<file path="config.mk">
export PLATFORM = sky130hd
export DESIGN_NAME = march_bist_ctrl
export DESIGN_NICKNAME = d
export VERILOG_FILES = /design/src/rtl/march_bist_pkg.sv /design/src/rtl/march_addr_gen.sv /design/src/rtl/march_err_log.sv /design/src/rtl/march_bist_ctrl.sv
export SDC_FILE = /design/constraint.sdc
export NUM_CORES = 1
export LEC_CHECK = 0
export ABC_CLOCK_PERIOD_IN_PS = 8400
export CORE_UTILIZATION = 40
export DETAILED_ROUTE_END_ITERATION = 6
export PLACE_DENSITY = 0.78
export SYNTH_ARGS = -nofsm -noshare
export SYNTH_HDL_FRONTEND = slang
export SYNTH_HIERARCHICAL = 1
export SYNTH_SLANG_ARGS = --single-unit
</file>
<file path="constraint.sdc">
create_clock -name clk_i -period 8.4 [get_ports clk_i]
set_clock_uncertainty 0.2 [all_clocks]
set_input_delay 1.26 -clock clk_i [delete_from_list [all_inputs] [get_ports clk_i]]
set_output_delay 1.26 -clock clk_i [all_outputs]
set_load 0.02 [all_outputs]
</file>
<file path="src/rtl/march_bist_pkg.sv">
package march_bist_pkg;
  typedef enum logic [1:0] {ST_IDLE, ST_OP, ST_WAIT, ST_WR} st_e;

  localparam logic [2:0] PH_FIRST = 3'd1;
  localparam logic [2:0] PH_LAST  = 3'd6;

  // direction and data polarity per phase
  function automatic logic ph_desc(input logic [2:0] ph);
    return (ph == 3'd4) || (ph == 3'd5);
  endfunction
  function automatic logic ph_rd(input logic [2:0] ph);
    return ph != 3'd1;
  endfunction
  function automatic logic ph_wr(input logic [2:0] ph);
    return ph != 3'd6;
  endfunction
  function automatic logic ph_rd_inv(input logic [2:0] ph);
    return (ph == 3'd3) || (ph == 3'd5);
  endfunction
  function automatic logic ph_wr_inv(input logic [2:0] ph);
    return (ph == 3'd2) || (ph == 3'd4);
  endfunction
endpackage

</file>
<file path="src/rtl/march_addr_gen.sv">
module march_addr_gen #(
  parameter int ADDR_W = 16
) (
  input  logic              clk_i,
  input  logic              rst_ni,
  input  logic              load_i,
  input  logic              desc_i,
  input  logic              step_i,
  input  logic [ADDR_W-1:0] lo_i,
  input  logic [ADDR_W-1:0] hi_i,
  output logic [ADDR_W-1:0] addr_o,
  output logic              last_o
);
  localparam logic [ADDR_W-1:0] ONE = ADDR_W'(1);

  logic [ADDR_W-1:0] addr_q;
  logic              desc_q;

  always_ff @(posedge clk_i or negedge rst_ni) begin
    if (!rst_ni) begin
      addr_q <= '0;
      desc_q <= 1'b0;
    end else if (load_i) begin
      addr_q <= desc_i ? hi_i - ONE : lo_i;
      desc_q <= desc_i;
    end else if (step_i) begin
      addr_q <= desc_q ? addr_q - ONE : addr_q + ONE;
    end
  end

  assign addr_o = addr_q;
  assign last_o = desc_q ? (addr_q == lo_i) : (addr_q == hi_i - ONE);
endmodule

</file>
<file path="src/rtl/march_err_log.sv">
module march_err_log #(
  parameter int ADDR_W = 16,
  parameter int DATA_W = 64,
  parameter int ERR_W  = 16
) (
  input  logic              clk_i,
  input  logic              rst_ni,
  input  logic              clear_i,
  input  logic              chk_i,
  input  logic [ADDR_W-1:0] addr_i,
  input  logic [DATA_W-1:0] exp_i,
  input  logic [DATA_W-1:0] obs_i,
  output logic [ERR_W-1:0]  err_cnt_o,
  output logic              first_vld_o,
  output logic [ADDR_W-1:0] first_addr_o,
  output logic [DATA_W-1:0] first_exp_o,
  output logic [DATA_W-1:0] first_obs_o
);
  localparam logic [ERR_W-1:0] ERR_MAX = {ERR_W{1'b1}};

  logic mis;
  assign mis = chk_i && (exp_i != obs_i);

  always_ff @(posedge clk_i or negedge rst_ni) begin
    if (!rst_ni) begin
      err_cnt_o    <= '0;
      first_vld_o  <= 1'b0;
      first_addr_o <= '0;
      first_exp_o  <= '0;
      first_obs_o  <= '0;
    end else if (clear_i) begin
      err_cnt_o   <= '0;
      first_vld_o <= 1'b0;
    end else if (mis) begin
      if (err_cnt_o != ERR_MAX) err_cnt_o <= err_cnt_o + ERR_W'(1);
      if (!first_vld_o) begin
        first_vld_o  <= 1'b1;
        first_addr_o <= addr_i;
        first_exp_o  <= exp_i;
        first_obs_o  <= obs_i;
      end
    end
  end

  // never wraps, only clear lowers it
  a_r10_no_wrap: assert property (@(posedge clk_i) disable iff (!rst_ni)
    !clear_i |=> err_cnt_o >= $past(err_cnt_o));
  // first failure held until cleared
  a_r11_first_held: assert property (@(posedge clk_i) disable iff (!rst_ni)
    (first_vld_o && !clear_i) |=> (first_vld_o && $stable(first_addr_o) && $stable(first_obs_o)));
endmodule

</file>
<file path="src/rtl/march_bist_ctrl.sv">
module march_bist_ctrl
  import march_bist_pkg::*;
#(
  parameter int ADDR_W = 16,
  parameter int DATA_W = 64,
  parameter int ERR_W  = 16,
  parameter int REP_W  = 8
) (
  input  logic              clk_i,
  input  logic              rst_ni,
  input  logic              start_i,
  input  logic [ADDR_W-1:0] start_addr_i,
  input  logic [ADDR_W-1:0] end_addr_i,
  input  logic [DATA_W-1:0] pattern_i,
  input  logic [REP_W-1:0]  repeat_i,
  output logic              busy_o,
  output logic              done_o,
  output logic [2:0]        phase_o,
  output logic [ERR_W-1:0]  err_cnt_o,
  output logic              fail_valid_o,
  output logic [ADDR_W-1:0] fail_addr_o,
  output logic [DATA_W-1:0] fail_exp_o,
  output logic [DATA_W-1:0] fail_obs_o,
  output logic              mem_req_o,
  output logic              mem_we_o,
  output logic [ADDR_W-1:0] mem_addr_o,
  output logic [DATA_W-1:0] mem_wdata_o,
  input  logic              mem_rvalid_i,
  input  logic [DATA_W-1:0] mem_rdata_i
);
  localparam logic [REP_W-1:0] REP_ONE = REP_W'(1);

  st_e               st_q, st_d;
  logic [2:0]        ph_q, ph_d;
  logic [REP_W-1:0]  rep_q, rep_d;
  logic [ADDR_W-1:0] lo_q, hi_q, cfg_lo, cfg_hi;
  logic [DATA_W-1:0] pat_q, exp_val;
  logic              done_q, done_d;
  logic              accept, empty, adv;
  logic              ag_load, ag_desc, ag_step, ag_last;
  logic [ADDR_W-1:0] ag_addr;
  logic              lg_clr, lg_chk;

  assign accept = (st_q == ST_IDLE) && start_i;
  assign empty  = (end_addr_i <= start_addr_i) || (repeat_i == '0);
  assign cfg_lo = (st_q == ST_IDLE) ? start_addr_i : lo_q;
  assign cfg_hi = (st_q == ST_IDLE) ? end_addr_i : hi_q;

  march_addr_gen #(.ADDR_W(ADDR_W)) u_addr (
    .clk_i  (clk_i),
    .rst_ni (rst_ni),
    .load_i (ag_load),
    .desc_i (ag_desc),
    .step_i (ag_step),
    .lo_i   (cfg_lo),
    .hi_i   (cfg_hi),
    .addr_o (ag_addr),
    .last_o (ag_last)
  );

  assign exp_val = ph_rd_inv(ph_q) ? ~pat_q : pat_q;

  march_err_log #(.ADDR_W(ADDR_W), .DATA_W(DATA_W), .ERR_W(ERR_W)) u_log (
    .clk_i        (clk_i),
    .rst_ni       (rst_ni),
    .clear_i      (lg_clr),
    .chk_i        (lg_chk),
    .addr_i       (ag_addr),
    .exp_i        (exp_val),
    .obs_i        (mem_rdata_i),
    .err_cnt_o    (err_cnt_o),
    .first_vld_o  (fail_valid_o),
    .first_addr_o (fail_addr_o),
    .first_exp_o  (fail_exp_o),
    .first_obs_o  (fail_obs_o)
  );

  // word finished this cycle
  assign adv = (st_q == ST_OP && !ph_rd(ph_q))
            || (st_q == ST_WAIT && mem_rvalid_i && !ph_wr(ph_q))
            || (st_q == ST_WR);

  always_comb begin
    st_d    = st_q;
    ph_d    = ph_q;
    rep_d   = rep_q;
    done_d  = 1'b0;
    ag_load = 1'b0;
    ag_desc = 1'b0;
    ag_step = 1'b0;
    lg_clr  = 1'b0;
    lg_chk  = 1'b0;
    unique case (st_q)
      ST_IDLE: if (start_i) begin
        lg_clr = 1'b1;
        if (empty) begin
          done_d = 1'b1;
        end else begin
          st_d    = ST_OP;
          ph_d    = PH_FIRST;
          rep_d   = repeat_i;
          ag_load = 1'b1;
        end
      end
      ST_OP:   if (ph_rd(ph_q)) st_d = ST_WAIT;
      ST_WAIT: if (mem_rvalid_i) begin
        lg_chk = 1'b1;
        if (ph_wr(ph_q)) st_d = ST_WR;
      end
      ST_WR:   ;
      default: st_d = ST_IDLE;
    endcase
    if (adv) begin
      st_d = ST_OP;
      if (!ag_last) begin
        ag_step = 1'b1;
      end else if (ph_q != PH_LAST) begin
        ph_d    = ph_q + 3'd1;
        ag_load = 1'b1;
        ag_desc = ph_desc(ph_q + 3'd1);
      end else if (rep_q != REP_ONE) begin
        rep_d   = rep_q - REP_ONE;
        ph_d    = PH_FIRST;
        ag_load = 1'b1;
      end else begin
        st_d   = ST_IDLE;
        ph_d   = 3'd0;
        done_d = 1'b1;
      end
    end
  end

  always_ff @(posedge clk_i or negedge rst_ni) begin
    if (!rst_ni) begin
      st_q   <= ST_IDLE;
      ph_q   <= 3'd0;
      rep_q  <= '0;
      done_q <= 1'b0;
      lo_q   <= '0;
      hi_q   <= '0;
      pat_q  <= '0;
    end else begin
      st_q   <= st_d;
      ph_q   <= ph_d;
      rep_q  <= rep_d;
      done_q <= done_d;
      if (accept) begin
        lo_q  <= start_addr_i;
        hi_q  <= end_addr_i;
        pat_q <= pattern_i;
      end
    end
  end

  assign busy_o      = st_q != ST_IDLE;
  assign done_o      = done_q;
  assign phase_o     = ph_q;
  assign mem_req_o   = (st_q == ST_OP) || (st_q == ST_WR);
  assign mem_we_o    = (st_q == ST_WR) || (st_q == ST_OP && !ph_rd(ph_q));
  assign mem_addr_o  = ag_addr;
  assign mem_wdata_o = ph_wr_inv(ph_q) ? ~pat_q : pat_q;

  // read-modify write follows returned read data
  a_r8_wr_after_rd: assert property (@(posedge clk_i) disable iff (!rst_ni)
    (mem_req_o && mem_we_o && ph_q inside {3'd2, 3'd3, 3'd4, 3'd5}) |-> $past(mem_rvalid_i));
  // phase range tracks busy
  a_r12_phase_range: assert property (@(posedge clk_i) disable iff (!rst_ni)
    busy_o ? (phase_o inside {[3'd1:3'd6]}) : (phase_o == 3'd0));
  // done is a single-cycle pulse while idle
  a_r9_done_pulse: assert property (@(posedge clk_i) disable iff (!rst_ni)
    done_o |-> (!busy_o ##1 !done_o));
  // no access while idle
  a_r13_idle_quiet: assert property (@(posedge clk_i) disable iff (!rst_ni)
    !busy_o |-> !mem_req_o);
  // accesses stay inside the window
  a_r2_in_window: assert property (@(posedge clk_i) disable iff (!rst_ni)
    mem_req_o |-> (mem_addr_o >= lo_q && mem_addr_o < hi_q));
  // configuration frozen during a run
  a_r14_cfg_frozen: assert property (@(posedge clk_i) disable iff (!rst_ni)
    (busy_o && $past(busy_o)) |-> ($stable(pat_q) && $stable(lo_q) && $stable(hi_q)));
endmodule

</file>
# Yosys cells after proc, flatten, opt, wreduce, memory -nomap -nowiden

Index checks and enable logic that the tools add are counted.

Register bits after elaboration: 288
Latch bits: 0
Memory bits (writable): 0
Memory bits (read-only): 0
Input port bits: 172
Output and inout bits: 248
Word-level logic and storage cells: 131
Memories kept: 0

Add/sub/neg operators: 6
Multipliers: 0
Div/mod/pow operators: 0
Magnitude comparators: 1
Equality and inequality tests: 21
Shift-type cells: 0
Mux-type cells: 61
Bitwise operators: 3
Reduce and logical (&&, ||, !) cells: 25

Operators by type and width:

| operator                                              | number |
|---|---|
| 2-to-1 mux 16 bit                                     | 9 |
| 2-to-1 mux 64 bit                                     | 2 |
| inequality test 64 bit                                | 1 |
| NOT 64 bit                                            | 1 |
| 2-to-1 mux 8 bit                                      | 7 |
| adder 16 x 1 -> 16 bit, second input constant         | 2 |
| equality test 16 bit                                  | 2 |
| subtractor 16 x 1 -> 16 bit, second input constant    | 2 |
| 2-to-1 mux 1 bit                                      | 30 |
| 2-to-1 mux 3 bit                                      | 6 |
| less-or-equal comparator 16 bit                       | 1 |
| inequality test 16 bit, second input constant         | 1 |
| equality test 3 bit, second input constant            | 4 |
| 2-to-1 mux 2 bit                                      | 6 |
| inequality test 3 bit, second input constant          | 4 |
| zero test 8 bit                                       | 1 |
| logical OR 1 bit                                      | 8 |
| inequality test 8 x 1 -> 1 bit, second input constant | 1 |
| nonzero test 2 bit                                    | 4 |
| subtractor 8 x 1 -> 8 bit, second input constant      | 1 |
| equality test 3 x 2 -> 1 bit, second input constant   | 2 |
| inequality test 3 x 2 -> 1 bit, second input constant | 2 |
| one-hot mux 2 bit (3 select lines)                    | 1 |
| AND reduction 6 bit                                   | 1 |
| 11 further kinds                                      | 18 |

# Longest topological paths before layout

Depth in word-level cells: 10
Depth in mapped cells: 23
Gate-level depth less buffers: 19

# Hierarchy

The synthesis kept the hierarchy.

Modules (own cells, without submodules):

| module          | instances | cells an instance | area each (um2) | seq. area each (um2) |
|---|---|---|---|---|
| march_err_log   | 1         | 500               | 7100.6          | 4028.9 |
| march_bist_ctrl | 1         | 579               | 6582.6          | 2752.6 |
| march_addr_gen  | 1         | 303               | 2338.5          | 425.4 |

# Least setup slack after synthesis

Ideal clock, no wire load.

Kind: in2reg
Start point: input end_addr_i[0]
End point: register u_addr.addr_q[8], in the netlist u_addr/addr_o[8]
Data arrival time: 4.823 ns
Slack: 3.241 ns
Stages on the path: 17
Cells stage by stage: mux2_2 -> inv_1 -> ha_1 -> or4b_4 -> nand2b_4 -> nor2_1 -> xor2_1 -> xnor2_1 -> nand4_1 -> a21oi_1 -> and4_1 -> o21ai_0 -> clkbuf_1 -> o21ai_0 -> clkbuf_1 -> clkbuf_1 -> o21ai_0

RTL lines:

| element                                                        | RTL line               | source |
|---|---|---|
| start, declared                                                | march_bist_ctrl.sv:13  | `input logic [ADDR_W-1:0] end_addr_i,` |
| 2-to-1 mux 16 bit (*)                                          | march_bist_ctrl.sv:47  | `assign cfg_hi = (st_q == ST_IDLE) ? end_addr_i : hi_q;` |
| subtractor 16 x 1 -> 16 bit (*)                                | march_addr_gen.sv:32   | `assign last_o = desc_q ? (addr_q == lo_i) : (addr_q == hi_i - ONE);` |
| equality test 16 bit (*)                                       | march_addr_gen.sv:32   |  |
| 2-to-1 mux 1 bit (*)                                           | march_addr_gen.sv:32   |  |
| net ag_last                                                    | march_bist_ctrl.sv:40  | `logic ag_load, ag_desc, ag_step, ag_last;` |
| 2-to-1 mux 1 bit (*)                                           | march_bist_ctrl.sv:115 | `if (!ag_last) begin` |
| 2-to-1 mux 1 bit (*)                                           | march_bist_ctrl.sv:113 | `if (adv) begin` |
| net ag_load                                                    | march_bist_ctrl.sv:40  |  |
| 2-to-1 mux 16 bit / nonzero test 2 bit (equally long branches) | -                      |  |
| end signal, assigned                                           | march_addr_gen.sv:24   | `addr_q <= desc_i ? hi_i - ONE : lo_i;` |
| end signal, assigned                                           | march_addr_gen.sv:27   | `addr_q <= desc_q ? addr_q - ONE : addr_q + ONE;` |
| end, declared                                                  | march_addr_gen.sv:16   | `logic [ADDR_W-1:0] addr_q;` |

The timed path passes the listed nets; every way through them passes the cells marked *.
A chain may end at the register's enable or synchronous reset.

# Final worst setup path

Start point: register ph_q[2], in the netlist phase_o[2]
End point: register u_log.first_obs_o[26]

Cells in the longest elaborated chain, start to end: 6

RTL lines:

| element                                                                    | RTL line               | source |
|---|---|---|
| start, declared                                                            | march_bist_ctrl.sv:34  | `logic [2:0] ph_q, ph_d;` |
| start signal, assigned                                                     | march_bist_ctrl.sv:144 | `ph_q <= ph_d;` |
| equality test 3 x 2 -> 1 bit / equality test 3 bit (equally long branches) | march_bist_pkg.sv:18   | `return (ph == 3'd3) \|\| (ph == 3'd5);` |
| logical OR 1 bit (*)                                                       | march_bist_pkg.sv:18   |  |
| 2-to-1 mux 64 bit (*)                                                      | march_bist_ctrl.sv:61  | `assign exp_val = ph_rd_inv(ph_q) ? ~pat_q : pat_q;` |
| net exp_val[5]                                                             | march_bist_ctrl.sv:37  | `logic [DATA_W-1:0] pat_q, exp_val;` |
| inequality test 64 bit (*)                                                 | march_err_log.sv:22    | `assign mis = chk_i && (exp_i != obs_i);` |
| logical AND 1 bit (*)                                                      | march_err_log.sv:22    |  |
| AND reduction 3 bit (no source line) (*)                                   | -                      |  |
| end signal, assigned                                                       | march_err_log.sv:40    | `first_obs_o <= obs_i;` |
| end, declared                                                              | march_err_log.sv:17    | `output logic [DATA_W-1:0] first_obs_o` |

Marks and branches as above.

==> flow_metrics.tcl <==
set metrics [dict create \
    clock_path_buffers 3 \
    yosys-top-cells-area "dfrtp_1 (45%), mux2_2 (14%), xnor2_1 (8.9%)" \
    route.met2.wl_mm 25.0 \
    synthToLayoutAreaGrowth_pct 35.7 \
    final_cell_mix "clkdlybuf4s50_1 (418), dfrtp_1 (288), mux2_2 (206), xnor2_1 (162), xor2_1 (85)" \
    h-tree-depth 2 \
    num_vias 12300 \
    final_cell_count_no_fill 2324 \
    cp_top_family "simple AND/OR/NAND/NOR gates" \
    grt_usage_pct 24.2 \
    wl_met1_mm 20.0 \
    start_util_pct 41.0 \
    rsz0062_at_grt "false" \
    final_common_cell "clkdlybuf4s50_1" \
    holdPathStages 2 \
    p_leak_nw 9.21 \
    async_flop_share_pct 100 \
    path_cells "xnor2_1 -> nand2b_4 -> buf_4 -> xnor2_1 -> xnor2_1 -> nand4_1 -> nor4_1 -> nand4_1 -> nand3_4 -> buf_4 -> mux2_2" \
    io-pin-count 420 \
    io_buffers 419 \
    synth-edff-count 0 \
    yosys_warnings 6 \
    crit_path_frequent_cell "xnor2_1" \
    startpoint_type "flop" \
    setup_viol 0 \
    slowest_stage "buf_4" \
    viasPerCell 5.30 \
    syn-mean-instance-area_um2 11.6 \
    hpwl_mm 37.4 \
    syn_inst 1382 \
    relSlewSlack_pct 13.2 \
    hold_path_end "lo_q[9]$_DFFE_PN0P_" \
    vdd_drop_max_mv 0.232 \
    min_from "lo_q[9]$_DFFE_PN0P_" \
    ant_nets 0 \
    reg2reg_to "u_log/first_obs_o[26]$_DFFE_PN0P_" \
    die_w_um 202 \
    post_drt_wl_per_cell_um 21.6 \
    cts_sinks 288 \
    syn-cell-area_mm2 0.0160 \
    rows 72 \
    critPathBufInv 2 \
    worstPathRequired_ps 8610 \
    die_h_um 202 \
    cts_tree "done" \
    wirelength_mm 50.2 \
    cts_resized 0 \
    synth_ff_type "dfrtp_1" \
    yosys.area.top_type "dfrtp_1" \
    synth_fp_nets 1594 \
    critPathCaptureType "flop" \
    antenna_found_initial 4 \
    cp.arrival_ps 6120 \
    gp_congestion 0.925 \
    critPathKind "reg -> reg" \
    cts_setup_buffers 0 \
    power.density_mw_per_mm2 410 \
    wl_met3_mm 3.43 \
    finalSetupTns_ps 0 \
    worstSkewPairLatency_ps 540 \
    grt_pass1_vias 12500 \
    final_max_slew_viol_count 0 \
    hold_path_class "reg -> reg" \
    cts_buffers 35 \
    status "finished, final reports clean" \
    ys_seq_area_share_pct 45.0 \
    max_cap_violations 0 \
    slowest_delay_ps 750 \
    drive_above_1_share_pct 16.9 \
    top_layer_used "met5" \
    drt-initial-drc-count 764 \
    coreArea_mm2 0.0391 \
    design.die.area_mm2 0.0409 \
    cts-hold-fix-buffers 0 \
    grt_max_degree 148 \
    hold_violations 0 \
    nets 1993 \
    rr_worst_depth 11 \
    reg2reg_from "phase_o[2]$_DFF_PN0_" \
    period_needed_ps 5910 \
    dr.pass1.iters 5 \
    ys_seq_elements 288 \
    drc 0 \
    synth_top_area_share_pct 45.0 \
    path_max_fanout 74 \
    overflow 0 \
    timing.final.crit_share_pct 70.4 \
    max_freq_ghz 0.169 \
    reg2reg_slack_ps 2490 \
    tightest_slew_ps 1300 \
    grt_pass1_wl_mm 75.0 \
    synth.distinct_cells 77 \
    dp.cells 2262 \
    clkTransAtPathRegs_ps 60 \
    cts_root_buffer "clkbuf_16" \
]
==> registers in the layout, summed over array words and instances, names as in the netlist <==
name,count
pat_q,64
u_log/first_exp_o,64
u_log/first_obs_o,64
hi_q,16
lo_q,16
u_addr/addr_o,16
u_log/err_cnt_o,16
u_log/first_addr_o,16
rep_q,8
phase_o,3
st_q,2
done_o,1
u_addr/desc_q,1
u_log/first_vld_o,1
==> cells in the mapped netlist, types with 6 or more instances <==
cell type    n
buf_2       27
inv_1       42
o211ai_1     9
clkbuf_1    22
buf_4        9
mux2_1      60
nor2b_1     18
xor2_1      85
buf_8        6
mux2i_1     11
xnor2_1    162
a21oi_1     42
nor4_1      11
or3_1       11
dfrtp_1    288
a31oi_1      6
nor3_1      20
o21ai_0     45
nand3_1     22
nand4_1     30
a211oi_1    10
ha_1        39
nor2_1      36
mux2_2     206
nand2_1     66
==> through the flow <==
step	utilization [%]	cell area (µm²)	total power, W	hold slack [ps]	worst slack, ps
2_1_floorplan	-	16000	0.00530	246	3240
3_3_place_gp	52.7	20600	0.00730	258	2290
3_5_place_dp	52.7	20600	0.00739	272	2180
4_1_cts	55.6	21700	0.00897	285	2530
5_1_grt	55.6	21700	0.00938	296	2190
6_report	55.6	21700	0.00891	277	2490
==> worst max-delay path by stage <==
stage	start	end	slack, ps	cells after the start
after floorplan	end_addr_i[0]	u_addr/addr_o[8]$_DFFE_PN0P_	3240	17
after global placement	end_addr_i[0]	u_addr/addr_o[13]$_DFFE_PN0P_	2290	17
after detailed placement	end_addr_i[0]	u_addr/addr_o[13]$_DFFE_PN0P_	2180	17
after CTS	phase_o[2]$_DFF_PN0_	u_log/first_obs_o[0]$_DFFE_PN0P_	2530	11
after global routing	st_q[0]$_DFFE_PN0P_	u_addr/addr_o[13]$_DFFE_PN0P_	2190	18
final	phase_o[2]$_DFF_PN0_	u_log/first_obs_o[26]$_DFFE_PN0P_	2490	11
==> kinds of logic after synthesis <==
| group | Yosys count | synth area share, % |
|---|---|---|
| flops | 288 | 45.0 |
| mux | 277 | 19.4 |
| simple gates | 258 | 8.80 |
| xor+xnor | 247 | 13.5 |
| compound gates | 161 | 6.61 |
| buf+inv | 111 | 3.55 |
| fa+ha+maj | 40 | 3.17 |
==> area by class of cell <==
| type | instances | area (µm²) |
|---|---|---|
| fill | 3290 | 17400 |
| multi-input combinational | 983 | 8270 |
| sequential | 288 | 7210 |
| timing repair buffer | 430 | 4290 |
| clock buffer | 49 | 1020 |
| tap | 518 | 648 |
| inverter | 43 | 164 |
| clock inverter | 11 | 134 |
| antenna | 2 | 5.00 |
==> power breakdown <==
group / internal [W] / switching, W
combinational: 0.00232 / 0.00252
sequential: 0.00200 / 0.000530
clock: 0.000935 / 0.000605
==> metal layers <==
layer / GRT usage (%) / vias up
met3: 6.24 / 98
met4: 9.32 / 4
met2: 41.8 / 446
met5: 0 / -
met1: 28.7 / 6100
li1: - / 5668
==> worst reg2reg max path: cells and delay by family (launching register included) <==
| kind | cells | cell delay (ps) |
|---|---|---|
| XOR/XNOR | 3 | 890 |
| buffers and inverters | 2 | 1360 |
| flip-flops | 1 | 500 |
| multiplexers | 1 | 540 |
| AND/OR/NAND/NOR | 5 | 2320 |
Power figures use the tool's default switching activity.
